**config.mk**
```make
export PLATFORM = sky130hd
export DESIGN_NAME = smbus_timeout_mon
export DESIGN_NICKNAME = d
export VERILOG_FILES = /design/src/rtl/smbus_tmo_pkg.sv /design/src/rtl/smbus_tmo_sync.sv /design/src/rtl/smbus_tmo_tick.sv /design/src/rtl/smbus_tmo_det.sv /design/src/rtl/smbus_timeout_mon.sv
export SDC_FILE = /design/constraint.sdc
export NUM_CORES = 1
export LEC_CHECK = 0
export BUFFER_PORTS_ARGS = -buffer_cell sky130_fd_sc_hd__buf_2
export CAP_MARGIN = 20
export CORE_ASPECT_RATIO = 0.75
export CORE_MARGIN = 2
export CORE_UTILIZATION = 40
export DETAILED_ROUTE_END_ITERATION = 16
export GPL_ROUTABILITY_DRIVEN = 0
export PLACE_DENSITY = 0.61
export SYNTH_ARGS = -nofsm -noshare
export SYNTH_HDL_FRONTEND = slang
export SYNTH_SLANG_ARGS = --single-unit
```
**constraint.sdc**
```tcl
create_clock -name clk_i -period 2.35 [get_ports clk_i]
set_clock_uncertainty 0.1 [all_clocks]
set_input_delay 0.1175 -clock clk_i [delete_from_list [all_inputs] [get_ports clk_i]]
set_output_delay 0.1175 -clock clk_i [all_outputs]
set_load 0.01 [all_outputs]
```
**src/rtl/smbus_tmo_pkg.sv**
```systemverilog
package smbus_tmo_pkg;
  localparam int unsigned BYTE_W = 8;
  localparam int unsigned ADDR_W = 2;

  typedef enum logic [ADDR_W-1:0] {
    ADDR_CTL    = 2'd0,
    ADDR_LIM_HI = 2'd1,
    ADDR_LIM_LO = 2'd2
  } reg_addr_e;

  localparam int unsigned BIT_TICK_FULL = 0;
  localparam int unsigned BIT_IRQ_EN    = 1;
  localparam int unsigned BIT_LOW       = 2;
  localparam int unsigned BIT_FREE      = 3;
  localparam int unsigned BIT_STUCK     = 4;

  localparam int unsigned DET_LOW   = 0;
  localparam int unsigned DET_FREE  = 1;
  localparam int unsigned DET_STUCK = 2;
  localparam int unsigned NUM_DET   = 3;
endpackage

```
**src/rtl/smbus_tmo_sync.sv**
```systemverilog
module smbus_tmo_sync #(
  parameter int unsigned W = 2
) (
  input  logic         clk_i,
  input  logic         rst_ni,
  input  logic [W-1:0] d_i,
  output logic [W-1:0] q_o
);
  logic [W-1:0] s1_q, s2_q;

  // idle bus level is high
  always_ff @(posedge clk_i or negedge rst_ni) begin
    if (!rst_ni) begin
      s1_q <= '1;
      s2_q <= '1;
    end else begin
      s1_q <= d_i;
      s2_q <= s1_q;
    end
  end

  assign q_o = s2_q;
endmodule

```
**src/rtl/smbus_tmo_tick.sv**
```systemverilog
module smbus_tmo_tick #(
  parameter int unsigned DIV = 64
) (
  input  logic clk_i,
  input  logic rst_ni,
  input  logic full_i,
  output logic tick_o
);
  localparam int unsigned PW = (DIV > 1) ? $clog2(DIV) : 1;
  localparam logic [PW-1:0] LAST = PW'(DIV - 1);

  logic [PW-1:0] pre_q;
  logic          wrap;

  assign wrap = (pre_q == LAST);

  always_ff @(posedge clk_i or negedge rst_ni) begin
    if (!rst_ni)   pre_q <= '0;
    else if (wrap) pre_q <= '0;
    else           pre_q <= pre_q + 1'b1;
  end

  assign tick_o = full_i | wrap;
endmodule

```
**src/rtl/smbus_tmo_det.sv**
```systemverilog
module smbus_tmo_det #(
  parameter int unsigned CW = 16
) (
  input  logic          clk_i,
  input  logic          rst_ni,
  input  logic          tick_i,
  input  logic          cond_i,
  input  logic [CW-1:0] thr_i,
  output logic          hit_o
);
  logic [CW-1:0] cnt_q;

  // saturates at the threshold, so the hit pulse fires once per condition episode
  always_ff @(posedge clk_i or negedge rst_ni) begin
    if (!rst_ni)                      cnt_q <= '0;
    else if (!cond_i)                 cnt_q <= '0;
    else if (tick_i && cnt_q < thr_i) cnt_q <= cnt_q + 1'b1;
  end

  assign hit_o = tick_i && cond_i && (thr_i != '0) && (cnt_q == thr_i - 1'b1);
endmodule

```
**src/rtl/smbus_timeout_mon.sv**
```systemverilog
module smbus_timeout_mon
  import smbus_tmo_pkg::*;
#(
  parameter int unsigned DIV      = 64,
  parameter int unsigned HI_SHIFT = 9
) (
  input  logic              clk_i,
  input  logic              rst_ni,
  input  logic              scl_i,
  input  logic              sda_i,
  input  logic              wr_en_i,
  input  logic [ADDR_W-1:0] wr_addr_i,
  input  logic [BYTE_W-1:0] wr_data_i,
  input  logic [ADDR_W-1:0] rd_addr_i,
  output logic [BYTE_W-1:0] rd_data_o,
  output logic              irq_o
);
  localparam int unsigned LIM_W = 2 * BYTE_W;
  localparam int unsigned HI_W  = LIM_W - HI_SHIFT;

  logic [1:0]        line_s;
  logic              scl_s, sda_s;
  logic              tick;
  logic [BYTE_W-1:0] lim_hi_q, lim_lo_q;
  logic [LIM_W-1:0]  limit;
  logic [HI_W-1:0]   hi_thr;
  logic              tick_full_q, irq_en_q;
  logic              low_q, free_q, stuck_q;
  logic              wr_ctl;
  logic [NUM_DET-1:0]            cond, hit;
  logic [NUM_DET-1:0][LIM_W-1:0] thr;

  smbus_tmo_sync #(.W(2)) u_sync (
    .clk_i (clk_i),
    .rst_ni(rst_ni),
    .d_i   ({scl_i, sda_i}),
    .q_o   (line_s)
  );
  assign scl_s = line_s[1];
  assign sda_s = line_s[0];

  smbus_tmo_tick #(.DIV(DIV)) u_tick (
    .clk_i (clk_i),
    .rst_ni(rst_ni),
    .full_i(tick_full_q),
    .tick_o(tick)
  );

  assign limit  = {lim_hi_q, lim_lo_q};
  assign hi_thr = limit[LIM_W-1:HI_SHIFT];

  assign cond[DET_LOW]   = !scl_s;
  assign cond[DET_FREE]  = scl_s && sda_s;
  assign cond[DET_STUCK] = scl_s && !sda_s;
  assign thr[DET_LOW]    = limit;
  assign thr[DET_FREE]   = LIM_W'(hi_thr);
  assign thr[DET_STUCK]  = LIM_W'(hi_thr);

  for (genvar g = 0; g < NUM_DET; g++) begin : g_det
    smbus_tmo_det #(.CW(LIM_W)) u_det (
      .clk_i (clk_i),
      .rst_ni(rst_ni),
      .tick_i(tick),
      .cond_i(cond[g]),
      .thr_i (thr[g]),
      .hit_o (hit[g])
    );
  end

  assign wr_ctl = wr_en_i && (wr_addr_i == ADDR_CTL);

  always_ff @(posedge clk_i or negedge rst_ni) begin
    if (!rst_ni) begin
      lim_hi_q    <= '0;
      lim_lo_q    <= '0;
      tick_full_q <= 1'b0;
      irq_en_q    <= 1'b0;
    end else if (wr_en_i) begin
      case (wr_addr_i)
        ADDR_CTL: begin
          tick_full_q <= wr_data_i[BIT_TICK_FULL];
          irq_en_q    <= wr_data_i[BIT_IRQ_EN];
        end
        ADDR_LIM_HI: lim_hi_q <= wr_data_i;
        ADDR_LIM_LO: lim_lo_q <= wr_data_i;
        default: ;
      endcase
    end
  end

  // hardware set has priority over a write-one clear
  always_ff @(posedge clk_i or negedge rst_ni) begin
    if (!rst_ni) begin
      low_q   <= 1'b0;
      stuck_q <= 1'b0;
      free_q  <= 1'b0;
    end else begin
      if (hit[DET_LOW])                          low_q <= 1'b1;
      else if (wr_ctl && wr_data_i[BIT_LOW])     low_q <= 1'b0;
      if (hit[DET_STUCK])                        stuck_q <= 1'b1;
      else if (wr_ctl && wr_data_i[BIT_STUCK])   stuck_q <= 1'b0;
      if (!cond[DET_FREE])                       free_q <= 1'b0;
      else if (hit[DET_FREE])                    free_q <= 1'b1;
    end
  end

  always_comb begin
    rd_data_o = '0;
    case (rd_addr_i)
      ADDR_CTL: begin
        rd_data_o[BIT_TICK_FULL] = tick_full_q;
        rd_data_o[BIT_IRQ_EN]    = irq_en_q;
        rd_data_o[BIT_LOW]       = low_q;
        rd_data_o[BIT_FREE]      = free_q;
        rd_data_o[BIT_STUCK]     = stuck_q;
      end
      ADDR_LIM_HI: rd_data_o = lim_hi_q;
      ADDR_LIM_LO: rd_data_o = lim_lo_q;
      default:     rd_data_o = '0;
    endcase
  end

  assign irq_o = irq_en_q && stuck_q;
endmodule

```
==> results.sh <==
export IMPL_run_status="finished with violations"
export IMPL_violations="setup timing"
export IMPL_pre_cts_slack_ps=-136
export IMPL_startpoint="lim_hi_q[6]"
export IMPL_grt_util_met1_pct=34.3
export IMPL_ir_worst_vdd_mv=0.484
export IMPL_period_needed_ps=2450
export IMPL_nets=707
export IMPL_synth_flop_cell="dfrtp_1"
export IMPL_cts_buffers=9
export IMPL_max_slew_margin_pct=56.4
export IMPL_grt_ovfl_total=0
export IMPL_synthArstFlopShare_pct=100
export IMPL_ys_ff_latch=79
export IMPL_portBuffers=25
export IMPL_power_density_nw_per_um2=623
export IMPL_clk_latency_ps=350
export IMPL_ys_types=56
export IMPL_cts_num_sinks=79
export IMPL_dr_total_vias=4802
export IMPL_dp_cells=777
export IMPL_crit_path_start_kind="flip-flop"
export IMPL_cp_depth=9
export IMPL_critPathMaxStageDelay_ps=540
export IMPL_slowest_stage="or4b_4"
export IMPL_rsz0062_at_grt="yes"
export IMPL_io_pins=26
export IMPL_hold_ws_ps=103
export IMPL_path_buf_inv=2
export IMPL_worstMarginPinSlew_ps=652
export IMPL_yosys_area_top_type="dfrtp_1"
export IMPL_endpoint="g_det[2].u_det.cnt_q[4]"
export IMPL_cp_data_arrival_time_ps=2560
export IMPL_synth_net_count=586
export IMPL_grt_pass1_wl_um=24700
export IMPL_yosysMostFrequentCell="dfrtp_1"
export IMPL_synth_area_leaders="dfrtp_1 37%, ha_1 9.8%, xnor2_1 4.3%, mux2_2 4.0%, a21oi_1 3.5%"
export IMPL_cts_clk_slew_worst_paths_ps=70
export IMPL_netlist_area_um2=5120
export IMPL_multi_input_area_um2=3320
export IMPL_yosysWarnings=0
export IMPL_die_area_um2=13700
export IMPL_grt_busiest_layer="met2"
export IMPL_crit_path_cell_trace="inv_4 > ha_4 > nor2b_4 > a21o_1 > nand2_1 > or4b_4 > buf_4 > o31ai_1 > a21oi_2"
export IMPL_hold_viol=0
export IMPL_root_buffer="clkbuf_16"
export IMPL_drc=0
export IMPL_regArea_um2=1980
export IMPL_synth_top_cell_area_share_pct=36.7
export IMPL_chipHeight_um=102
export IMPL_grt_antenna_before_repair=0
export IMPL_rr_endpoint="g_det[2].u_det.cnt_q[4]"
export IMPL_clk_path_buf_depth=2
export IMPL_critPathMaxFanout=8
export IMPL_start_util_pct=41.3
export IMPL_path_class="flip-flop to flip-flop"
export IMPL_critPathTopFamily="simple AND/OR/NAND/NOR gates"
export IMPL_core_area_um2=12400
export IMPL_totalWireLength_um=15700
export IMPL_min_path_type="input port to flip-flop"
export IMPL_use_met2_pct=34.7
export IMPL_synthCells=529
export IMPL_post_route_util_pct=56.5
export IMPL_grt_usage_pct=23.4
export IMPL_crit_required_ps=2470
export IMPL_drive_above_1_share_pct=35.9
export IMPL_syn_avg_cell_area_um2=9.67
export IMPL_rr_worst_depth=9
export IMPL_final_cells=821
export IMPL_finalWorstSetupSlack_ps=-95.0
export IMPL_r2r_slack_ps=-100
export IMPL_first_pass_iters=5
export IMPL_setup_viol=22
export IMPL_cts_tree="done"
export IMPL_hpwl_um=10800
export IMPL_final_max_slew_viol_count=0
export IMPL_grt_max_degree=45
export IMPL_cap_violations=0
export IMPL_diodes=0
export IMPL_die_w_um=135
export IMPL_ant_nets=0
export IMPL_yosysSeqAreaShare_pct=38.7
export IMPL_use_met3_pct=5.31
export IMPL_drt_iter0_markers=489
export IMPL_wl_per_cell_um=19.1
export IMPL_vias_per_cell=5.85
export IMPL_min_period_over_period_pct=104
export IMPL_grt_pass1_vias=4649
export IMPL_yosys_top_cells_count="75 x dfrtp_1, 40 x ha_1, 36 x a21oi_1"
export IMPL_rr_startpoint="lim_hi_q[6]"
export IMPL_fillCellCount=1061
export IMPL_h_tree_depth=3
export IMPL_synth_edf_count=0
export IMPL_fmax_mhz=409
export IMPL_area_growth_pct=36.9
export IMPL_leakagePower_nw=3.11
export IMPL_end_kind="flip-flop"
export IMPL_row_count=35
## metal layers
| metal | part of all wire, % | wire length (um) |
|---|---|---|
| met1 | 48 | 7510 |
| met2 | 44 | 6910 |
| met4 | 1.4 | 216 |
| met3 | 6.8 | 1060 |
| met5 | 0 | 0 |
## registers in the layout, summed over array words and instances (netlist names), 2 cells and up
register / flops
g_det.u_det.cnt_q: 48
lim_hi_q: 8
lim_lo_q: 8
u_sync.q_o: 2
u_sync.s1_q: 2
u_tick.pre_q: 6
## worst reg2reg max path, stage by stage, from the launching register on
cell and delay, ps:
dfrtp_1 410, inv_4 120, ha_4 210, nor2b_4 120
a21o_1 180, nand2_1 70, or4b_4 540, buf_4 180
o31ai_1 310, a21oi_2 90
## worst min path at each step
| stage | slack [ps] | end | from | depth (start not counted) |
|---|---|---|---|---|
| final | 100 | low_q | wr_addr_i[0] | 5 |
| after global routing | 150 | low_q | wr_addr_i[0] | 5 |
| after CTS | 90 | low_q | wr_addr_i[0] | 5 |
| after detailed placement | 20 | g_det[0].u_det.cnt_q[7] | rst_ni | 1 |
| after global placement | 20 | g_det[0].u_det.cnt_q[7] | rst_ni | 1 |
| after floorplan | -280 | free_q | rst_ni | 0 |
## report_power, final
part | internal, mW | switching [mW]
sequential | 1.44 | 0.0858
clock | 0.965 | 0.609
combinational | 0.589 | 0.679
total | 2.99 | 1.37
## layout make-up
type | count | area share, %
Clock buffer | 10 | 3.41
Clock inverter | 6 | 1.34
Inverter | 26 | 1.43
Multi-Input combinational cell | 399 | 47.3
Sequential cell | 79 | 28.3
Tap cell | 166 | 2.96
Timing Repair Buffer | 135 | 15.2
## repair_timing
action	4_1_cts	5_1_grt
gates cloned	2	3
resized for setup	23	52
hold buffers	11	0
buffers inserted	11	2
setup endpoints to repair	24	31
hold endpoints to repair	54	0
pin swaps	13	30
## cells in the final DEF, fill, tap and decap left out, types with 7 or more instances in the layout
master	count
nand3_1	33
ha_1	30
o21ai_0	10
nand2_1	23
nor2b_1	10
buf_2	26
o31ai_1	18
xor2_1	13
dfrtp_1	73
inv_1	19
nand4_1	11
mux2_2	19
a21oi_1	22
or4_1	8
dlygate4sd3_1	11
or4_4	12
nor3_1	8
clkbuf_16	11
nor2_1	18
nor4_1	7
ha_4	10
and3_1	13
a21oi_2	13
buf_6	8
buf_4	86
xnor2_1	25
and2_1	9
## per-stage QoR
step | power [mW] | setup TNS [ps] | area [um^2]
finish | 4.37 | -784 | 7010
global route | 4.57 | -3180 | 7010
CTS | 4.26 | -213 | 6670
detailed placement | 2.62 | -1260 | 6040
global placement | 2.60 | -550 | 6040
floorplan | 2.18 | -89.8 | 5200
## logic make-up after synthesis
| kind of cell | share of synthesized area, % |
|---|---|
| buffers and inverters | 3.91 |
| AND/OR/NAND/NOR | 20.0 |
| flip-flops | 38.7 |
| multiplexers | 5.40 |
| adder cells (fa/ha/maj) | 9.78 |
| XOR/XNOR | 6.50 |
| AO/OA/AOI/OAI | 15.7 |
Power figures use the tool's default switching activity.
